--- src/rtl/wbuf_pkg.sv ---
// Shared defaults and types for the coalescing store queue.
package wbuf_pkg;
    localparam int WB_DEPTH = 4;   // slots, power of two
    localparam int WB_WORDS = 4;   // words per block, power of two
    localparam int WB_DW    = 32;  // word width
    localparam int WB_AW    = 16;  // word address width

    typedef enum logic {
        POL_SAFE   = 1'b0,
        POL_BYPASS = 1'b1
    } rd_policy_e;
endpackage

--- src/rtl/wbuf_store.sv ---
// Slot storage kept as a circular queue. It takes stores, either merging them
// into the youngest matching slot other than the oldest or allocating at the
// tail, and offers the oldest slot to memory.
// Assumes: DEPTH is a power of two so the pointers wrap naturally.
module wbuf_store #(
    parameter int DEPTH = wbuf_pkg::WB_DEPTH,
    parameter int WORDS = wbuf_pkg::WB_WORDS,
    parameter int DW    = wbuf_pkg::WB_DW,
    parameter int BW    = 14,
    localparam int PW   = $clog2(DEPTH),
    localparam int OW   = $clog2(WORDS),
    localparam int CW   = $clog2(DEPTH + 1)
) (
    input  logic                              clk,
    input  logic                              rst_n,
    input  logic                              st_valid,
    input  logic [BW-1:0]                     st_blk,
    input  logic [OW-1:0]                     st_off,
    input  logic [DW-1:0]                     st_data,
    output logic                              st_ready,
    output logic                              mem_valid,
    input  logic                              mem_ready,
    output logic [BW-1:0]                     mem_addr,
    output logic [WORDS-1:0][DW-1:0]          mem_data,
    output logic [WORDS-1:0]                  mem_mask,
    output logic [DEPTH-1:0][BW-1:0]          blk_q,
    output logic [DEPTH-1:0][WORDS-1:0]       vld_q,
    output logic [DEPTH-1:0][WORDS-1:0][DW-1:0] dat_q,
    output logic [PW-1:0]                     head_q,
    output logic [CW-1:0]                     cnt_q
);
    logic          mhit;
    logic [PW-1:0] mpos;
    logic [PW-1:0] scan;
    logic [PW-1:0] tail;
    logic          st_fire;
    logic          pop;

    // Find the youngest matching slot, skipping the oldest one (it is draining).
    always_comb begin
        mhit = 1'b0;
        mpos = head_q;
        scan = head_q;
        for (int k = 1; k < DEPTH; k++) begin
            scan = head_q + PW'(k);
            if (CW'(k) < cnt_q && blk_q[scan] == st_blk) begin
                mhit = 1'b1;
                mpos = scan;
            end
        end
    end

    // Handshake terms at both edges of the queue.
    always_comb begin
        tail      = head_q + PW'(cnt_q);
        st_ready  = mhit || (cnt_q != CW'(DEPTH));
        st_fire   = st_valid && st_ready;
        mem_valid = (cnt_q != '0);
        pop       = mem_valid && mem_ready;
        mem_addr  = blk_q[head_q];
        mem_data  = dat_q[head_q];
        mem_mask  = vld_q[head_q];
    end

    // Slot contents: merge a word into a slot or fill a fresh one.
    always_ff @(posedge clk) begin
        if (st_fire) begin
            if (mhit) begin
                dat_q[mpos][st_off] <= st_data;
                vld_q[mpos][st_off] <= 1'b1;
            end else begin
                blk_q[tail]         <= st_blk;
                vld_q[tail]         <= WORDS'(1) << st_off;
                dat_q[tail][st_off] <= st_data;
            end
        end
    end

    // Head pointer and occupancy.
    always_ff @(posedge clk) begin
        if (!rst_n) begin
            head_q <= '0;
            cnt_q  <= '0;
        end else begin
            if (pop) head_q <= head_q + PW'(1);
            cnt_q <= cnt_q + CW'(st_fire && !mhit) - CW'(pop);
        end
    end
endmodule

--- src/rtl/wbuf_fwd.sv ---
// Read-miss lookup. In bypass mode it returns the requested word from the
// youngest slot that holds it. In safe mode it completes only when the queue
// is empty. Purely combinational over the registered slot state.
module wbuf_fwd #(
    parameter int DEPTH = wbuf_pkg::WB_DEPTH,
    parameter int WORDS = wbuf_pkg::WB_WORDS,
    parameter int DW    = wbuf_pkg::WB_DW,
    parameter int BW    = 14,
    localparam int PW   = $clog2(DEPTH),
    localparam int OW   = $clog2(WORDS),
    localparam int CW   = $clog2(DEPTH + 1)
) (
    input  logic                                fwd_mode,
    input  logic                                rd_req,
    input  logic [BW-1:0]                       rd_blk,
    input  logic [OW-1:0]                       rd_off,
    input  logic [DEPTH-1:0][BW-1:0]            blk_q,
    input  logic [DEPTH-1:0][WORDS-1:0]         vld_q,
    input  logic [DEPTH-1:0][WORDS-1:0][DW-1:0] dat_q,
    input  logic [PW-1:0]                       head_q,
    input  logic [CW-1:0]                       cnt_q,
    output logic                                rd_done,
    output logic                                rd_hit,
    output logic [DW-1:0]                       rd_data
);
    wbuf_pkg::rd_policy_e pol;
    logic          found;
    logic [DW-1:0] word;
    logic [PW-1:0] scan;

    // Walk the slots from oldest to youngest; the last match wins.
    always_comb begin
        found = 1'b0;
        word  = '0;
        scan  = head_q;
        for (int k = 0; k < DEPTH; k++) begin
            scan = head_q + PW'(k);
            if (CW'(k) < cnt_q && blk_q[scan] == rd_blk && vld_q[scan][rd_off]) begin
                found = 1'b1;
                word  = dat_q[scan][rd_off];
            end
        end
    end

    // Apply the read policy.
    always_comb begin
        pol     = wbuf_pkg::rd_policy_e'(fwd_mode);
        rd_hit  = rd_req && (pol == wbuf_pkg::POL_BYPASS) && found;
        rd_data = rd_hit ? word : '0;
        rd_done = rd_req && ((pol == wbuf_pkg::POL_BYPASS) || (cnt_q == '0));
    end
endmodule

--- src/rtl/merge_wbuf.sv ---
// Coalescing store queue for a write-through cache, with read-miss bypass.
// Splits word addresses into block and word index and connects the slot
// storage to the lookup path.
// Assumes: DEPTH and WORDS are powers of two, AW > log2(WORDS).
module merge_wbuf #(
    parameter int DEPTH = wbuf_pkg::WB_DEPTH,
    parameter int WORDS = wbuf_pkg::WB_WORDS,
    parameter int DW    = wbuf_pkg::WB_DW,
    parameter int AW    = wbuf_pkg::WB_AW
) (
    input  logic                         clk,
    input  logic                         rst_n,
    input  logic                         fwd_mode,
    input  logic                         st_valid,
    input  logic [AW-1:0]                st_addr,
    input  logic [DW-1:0]                st_data,
    output logic                         st_ready,
    input  logic                         rd_req,
    input  logic [AW-1:0]                rd_addr,
    output logic                         rd_done,
    output logic                         rd_hit,
    output logic [DW-1:0]                rd_data,
    output logic                         mem_valid,
    input  logic                         mem_ready,
    output logic [AW-$clog2(WORDS)-1:0]  mem_addr,
    output logic [WORDS*DW-1:0]          mem_data,
    output logic [WORDS-1:0]             mem_mask
);
    localparam int OW = $clog2(WORDS);
    localparam int BW = AW - OW;
    localparam int PW = $clog2(DEPTH);
    localparam int CW = $clog2(DEPTH + 1);

    logic [DEPTH-1:0][BW-1:0]            blk_q;
    logic [DEPTH-1:0][WORDS-1:0]         vld_q;
    logic [DEPTH-1:0][WORDS-1:0][DW-1:0] dat_q;
    logic [PW-1:0]                       head_q;
    logic [CW-1:0]                       cnt_q;
    logic [WORDS-1:0][DW-1:0]            mem_words;

    // Present the oldest slot's words as one flat bus.
    assign mem_data = mem_words;

    wbuf_store #(.DEPTH(DEPTH), .WORDS(WORDS), .DW(DW), .BW(BW)) u_store (
        .clk       (clk),
        .rst_n     (rst_n),
        .st_valid  (st_valid),
        .st_blk    (st_addr[AW-1:OW]),
        .st_off    (st_addr[OW-1:0]),
        .st_data   (st_data),
        .st_ready  (st_ready),
        .mem_valid (mem_valid),
        .mem_ready (mem_ready),
        .mem_addr  (mem_addr),
        .mem_data  (mem_words),
        .mem_mask  (mem_mask),
        .blk_q     (blk_q),
        .vld_q     (vld_q),
        .dat_q     (dat_q),
        .head_q    (head_q),
        .cnt_q     (cnt_q)
    );

    wbuf_fwd #(.DEPTH(DEPTH), .WORDS(WORDS), .DW(DW), .BW(BW)) u_fwd (
        .fwd_mode (fwd_mode),
        .rd_req   (rd_req),
        .rd_blk   (rd_addr[AW-1:OW]),
        .rd_off   (rd_addr[OW-1:0]),
        .blk_q    (blk_q),
        .vld_q    (vld_q),
        .dat_q    (dat_q),
        .head_q   (head_q),
        .cnt_q    (cnt_q),
        .rd_done  (rd_done),
        .rd_hit   (rd_hit),
        .rd_data  (rd_data)
    );
endmodule

--- config.mk ---
export PLATFORM = sky130hd
export DESIGN_NAME = merge_wbuf
export DESIGN_NICKNAME = d
export VERILOG_FILES = /design/src/rtl/wbuf_pkg.sv /design/src/rtl/wbuf_store.sv /design/src/rtl/wbuf_fwd.sv /design/src/rtl/merge_wbuf.sv
export SDC_FILE = /design/constraint.sdc
export NUM_CORES = 2
export LEC_CHECK = 0
export ABC_AREA = 1
export BUFFER_PORTS_ARGS = -buffer_cell sky130_fd_sc_hd__buf_4
export CAP_MARGIN = 20
export CORE_MARGIN = 2
export CORE_UTILIZATION = 25
export CTS_CLUSTER_DIAMETER = 30
export CTS_CLUSTER_SIZE = 40
export DETAILED_ROUTE_END_ITERATION = 10
export SLEW_MARGIN = 10
export SYNTH_ARGS = -nofsm -noshare
export SYNTH_HDL_FRONTEND = slang
export SYNTH_SLANG_ARGS = --single-unit
--- constraint.sdc ---
create_clock -name clk -period 4.85 [get_ports clk]
set_input_delay 0.97 -clock clk [delete_from_list [all_inputs] [get_ports clk]]
set_output_delay 0.97 -clock clk [all_outputs]
set_load 0.03 [all_outputs]
Word-level counts from Yosys, hierarchy flattened. Index checks and enable logic that the tools add are counted.

Reduce and logical (&&, ||, !) cells: 26. $lt $le $gt $ge: 15. Shift operators: 1. Add/subtract/negate cells: 6. Bitwise operators: 2. Mux-type cells: 75. Eq/ne operators: 8.

Operators by type and width (number): 128-bit binary-select mux with 2-bit select (4); 512-bit bitwise mux (2); 128-bit 2-to-1 mux (6); 128-bit demux with 2-bit select (2); 512-bit 2-to-1 mux (1); 32-bit 2-to-1 mux (10); 32-bit binary-select mux with 2-bit select (4); 14-bit binary-select mux with 2-bit select (4); 14-bit equality test (7); 14-bit 2-to-1 mux (5); 32-bit demux with 2-bit select (1); 56-bit bitwise mux (1); 4-bit binary-select mux with 2-bit select (4); 14-bit demux with 2-bit select (1); 2-bit by 3-bit < comparator with 1-bit output (second input constant) (8); 4-bit 2-to-1 mux (6); 1-bit logical AND (20); 16-bit bitwise mux (1); 4-bit demux with 2-bit select (2); 16-bit 2-to-1 mux (1); 16-bit bitwise OR (1); 1-bit 2-to-1 mux (12); 1-bit binary-select mux with 2-bit select (4); 2-bit by 1-bit greater-or-equal comparator with 1-bit output (second input constant) (3); 17 further kinds (23).

Output and inout bits: 182. Register bits: 589. Logic and storage cells: 159.

Depth between registers and ports, before layout.
Word-level depth: 14. Gate-level depth with buffers: 27. Depth with buffers taken out: 24.

Hierarchy. Synthesis repeated with hierarchy kept, for this count alone.

Cell total of the unflattened synthesis: 6659. Area, all modules: 45961.6 um^2.

By module, submodules not included: wbuf_store (area each 27174.8 um^2, cells each 2537, times used 1); wbuf_fwd (area each 18786.8 um^2, cells each 4122, times used 1).

Worst setup path after synthesis. No wires, ideal clock.

Kind: input to register. From: in st_addr[3]. To: reg u_store.dat_q[320] (netlist name). Arrival: 3.673 ns. Buffers on the path: 2. Setup slack: 0.756 ns. Library setup time: 0.421 ns. Cell stages on the path: 16. Path through: inv_1 > nand3_1 > nand2_1 > nor2_1 > nand2_1 > nor2_1 > nand2_1 > nand2_1 > inv_2 > nand2_2 > buf_6 > inv_2 > nand3_2 > nand2_1 > buf_2 > nor2_1.

Longest elaborated chain between the ends: 7. Elaborated cells on any way between the ends: 11. Those cells by class: eq/ne (3); mux (3); reduce/logical (5).

Ends and longest elaborated chain: start: declaration (line merge_wbuf.sv:15) `input logic [AW-1:0] st_addr,`; 14-bit equality test (line wbuf_store.sv:46) `if (CW'(k) < cnt_q && blk_q[scan] == st_blk) begin`; 1-bit logical AND (line wbuf_store.sv:46); 1-bit 2-to-1 mux (2 in series) (line wbuf_store.sv:46); 1-bit 2-to-1 mux (*) (line wbuf_store.sv:46); 1-bit logical OR (*) (line wbuf_store.sv:56) `st_ready = mhit || (cnt_q != CW'(DEPTH));`; named net st_ready (line merge_wbuf.sv:17) `output logic st_ready,`; 1-bit logical AND (*) (line wbuf_store.sv:57) `st_fire = st_valid && st_ready;`.

The timed path passes the listed nets; every way through them passes the cells marked *. A chain may end at the register's enable or synchronous reset.

Worst setup path after layout.
From: reg u_store.head_q[0]. To: out rd_data[9].

Longest elaborated chain between the ends: 11. Elaborated cells on any way between the ends: 65. Those cells by class: add/sub (3); eq/ne (4); mux (49); reduce/logical (9).

Ends and longest elaborated chain: start: declaration (line wbuf_store.sv:29) `output logic [PW-1:0] head_q,`; start signal: assignment (line wbuf_store.sv:85) `if (pop) head_q <= head_q + PW'(1);`; 2-bit by 1-bit adder with 2-bit output (tied with other cells) (line wbuf_fwd.sv:37) `scan = head_q + PW'(k);`; 14-bit binary-select mux with 2-bit select (tied with other cells) (line wbuf_fwd.sv:38) `if (CW'(k) < cnt_q && blk_q[scan] == rd_blk && vld_q[scan][rd_off]) begin`; 14-bit 2-to-1 mux (implied by the code) (tied with other cells) (line wbuf_fwd.sv:38); 14-bit equality test (tied with other cells) (line wbuf_fwd.sv:38); 1-bit logical AND or 1-bit 2-to-1 mux (tied branches) (2 in series) (line wbuf_fwd.sv:38); 1-bit 2-to-1 mux (3 in series) (line wbuf_fwd.sv:38); 1-bit logical AND (line wbuf_fwd.sv:48) `rd_hit = rd_req && (pol == wbuf_pkg::POL_BYPASS) && found;`; 32-bit 2-to-1 mux (*) (line wbuf_fwd.sv:49) `rd_data = rd_hit ? word : '0;`; end: declaration (line merge_wbuf.sv:22) `output logic [DW-1:0] rd_data,`.

Mark *: on every way between the ends. The rest lies on a longest branch, timed or not. The select of a mux whose other input is x is not followed.

==> results_dict.tcl <==
set metrics [dict create \
    grt_pass1_wl_um 267000 \
    drtAntennaViolNets 0 \
    max_cap_violations 0 \
    netlist_area_um2 41700 \
    hpwl_um 112000 \
    synthArstFlopShare_pct 0 \
    die-area_um2 170000 \
    tightest_slew_ns 1.12 \
    via_per_inst 5.29 \
    die_h_um 412 \
    final_nets 6174 \
    synth_enable_flop_cells 584 \
    worst_hold_slack_ns 0.474 \
    totalWireLength_um 193000 \
    cp.required_ns 3.88 \
    fin_crit_sh_pct 99.9 \
    layout_min_cycle_time_ns 4.84 \
    synth_nets 6013 \
    core.rowCount 149 \
    cp-end-kind "output pin" \
    arrival_ns 3.87 \
    final_cell_mix "nand2_1 (1678), o21ai_0 (808), nor2_1 (646)" \
    ctsHoldBuffers 0 \
    cts.sinks 589 \
    outcome "complete, no violations" \
    slew_headroom_pct 25.5 \
    initial_utilization_pct 25.2 \
    ys_ff_latch 589 \
    grt.total_usage_pct 21.1 \
    clock_tree.buffer_depth 3 \
    pre_cts_ws_ns 0.0938 \
    finalNonFillerCells 8400 \
    drc 0 \
    grt_start_max_net_pins 206 \
    drt_iter0_drc 6797 \
    layout_commonest_cell "nand2_1" \
    critical_path_class "register to output pin" \
    clkTransAtPathRegs_ns 0.05 \
    htree_levels 4 \
    fin_worst_skew_ns 0.0608 \
    cp_max_fo 19 \
    grt-ovfl-total 0 \
    cts-root-buf "clkbuf_16" \
    vias 44400 \
    cts_buffers 137 \
    worst_slack_ns 0.00556 \
    area_growth_pct 25.4 \
    post_drt_wl_per_cell_um 22.9 \
    syn_avg_cell_area_um2 7.02 \
    p_leak_uw 0.0218 \
    cts_tree "done" \
    ys.flop_type "edfxtp_1" \
    fillCellCount 17500 \
    gp_congestion 0.921 \
    netlist_instances 5937 \
    grt_pass1_vias 40200 \
    ys_types 51 \
    crit_path_start_kind "register" \
    hp-class "input port to register" \
    core_area_um2 165000 \
    firstDrtPassIters 8 \
    powerDensity_nw_per_um2 589 \
    portBuffers 251 \
    boundaryPins 252 \
    antenna_found_initial 10 \
    drive_gt1_share_pct 13.6 \
    dieWidth_um 412 \
    rsz0062_at_grt "true" \
    synth_seq_area_share_pct 42.3 \
    drv_slew 0 \
    irDropWorstVdd_v 0.000429 \
    clock.fmax_mhz 206 \
    worstSkewPairLatency_ns 0.79 \
    yosysWarnings 0 \
    dp_cells 8089 \
    setup-violations-final 0 \
    hold_viol_final 0 \
]
[through the flow]
step                      power, uW  area, um^2  setup TNS [ns]  util, %
after floorplan               15000       41700               0        -
after global placement        19600       46000               0     27.8
after detailed placement      19700       46000               0     27.8
after CTS                     29700       51200               0     31.0
after global routing          32100       52200           -1.12     31.6
final                         30800       52200               0     31.6
[area by class of cell]
cell class / count / area (um^2) / share of cell area, %
Multi-Input combinational cell: 4268 / 20100 / 38.5
Sequential cell: 589 / 17600 / 33.8
Timing Repair Buffer: 481 / 4610 / 8.82
Clock buffer: 161 / 3560 / 6.81
Tap cell: 2189 / 2740 / 5.24
Inverter: 618 / 2370 / 4.53
Clock inverter: 86 / 1140 / 2.19
Timing Repair inverter: 3 / 57.6 / 0.110
Antenna cell: 5 / 12.5 / 0.0239
[path summary, 6_finish.rpt]
check             cells after the start  slack, ns                            to                           start
setup / recovery                     16      0.006                    rd_data[9]  u_store.head_q[0]$_SDFFE_PN0P_
hold / removal                        3       0.47   u_store.cnt_q[0]$_SDFF_PN0_                           rst_n
setup reg to reg                     19       0.61  u_store.dat_q[443]$_DFFE_PP_  u_store.head_q[0]$_SDFFE_PN0P_
hold reg to reg                       2       0.56    u_store.vld_q[8]$_DFFE_PP_      u_store.vld_q[8]$_DFFE_PP_
[worst max-delay path, cell delays in order, from the launching register on]
cell and delay, ns:
dfxtp_4 0.48, buf_12 0.15, buf_16 0.16, nand2_8 0.13, nand2_8 0.17, nand2_1 0.09, nand2_1 0.13, xor2_1 0.11
nor4_4 0.35, buf_6 0.22, buf_16 0.21, buf_4 0.17, nand4_1 0.12, nand2_1 0.10, nand2_1 0.06, a21oi_2 0.22
buf_4 0.20
[flip-flops by register name, indices dropped and copies added, names as in the netlist]
register and flops:
u_store.vld_q 16, u_store.cnt_q 3, u_store.head_q 2, u_store.blk_q 56
u_store.dat_q 512
[Yosys cell counts, drive strengths merged (31+ instances only)]
cell | instances | area share [%]
nand2 | 1722 | 16
o21ai | 915 | 11
nor2 | 676 | 6.2
inv | 618 | 5.6
edfxtp | 584 | 42
nand3 | 305 | 3.7
a21oi | 267 | 3.2
buf | 263 | 3.6
clkbuf | 206 | 1.9
o211ai | 96 | 1.7
nand3b | 47 | 0.85
nand4 | 34 | 0.51
or2 | 31 | 0.47
[per-layer routing]
| metal | part of all wire (%) | GRT usage (%) |
|---|---|---|
| met5 | 0.039 | 0 |
| met4 | 5.7 | 11.3 |
| met3 | 12 | 5.23 |
| met2 | 43 | 32.1 |
| met1 | 39 | 27.4 |
[power breakdown]
| part | switching [uW] | leakage (uW) | internal, uW |
|---|---|---|---|
| Sequential | 213 | 0.00551 | 6250 |
| Combinational | 10600 | 0.0141 | 4270 |
| Clock | 3220 | 0.00225 | 6230 |
[cell families (layout without fill, tap and decap cells)]
family	after synthesis	count (layout)	share of synthesized area (%)
simple gates	2842	2849	27.9
compound gates	1389	1389	18.0
buf+inv	1087	1349	11.0
flops	589	589	42.3
xor+xnor	24	24	0.505
fa+ha+maj	6	6	0.198
other cells	0	5	0
[what timing repair did]
action | 4_1_cts | 5_1_grt
setup endpoints to repair | 32 | 32
pin swaps | 5 | 25
resized for setup | 53 | 119
buffers inserted | 5 | 26
cloned | 13 | 15
Power figures use the tool's default switching activity.
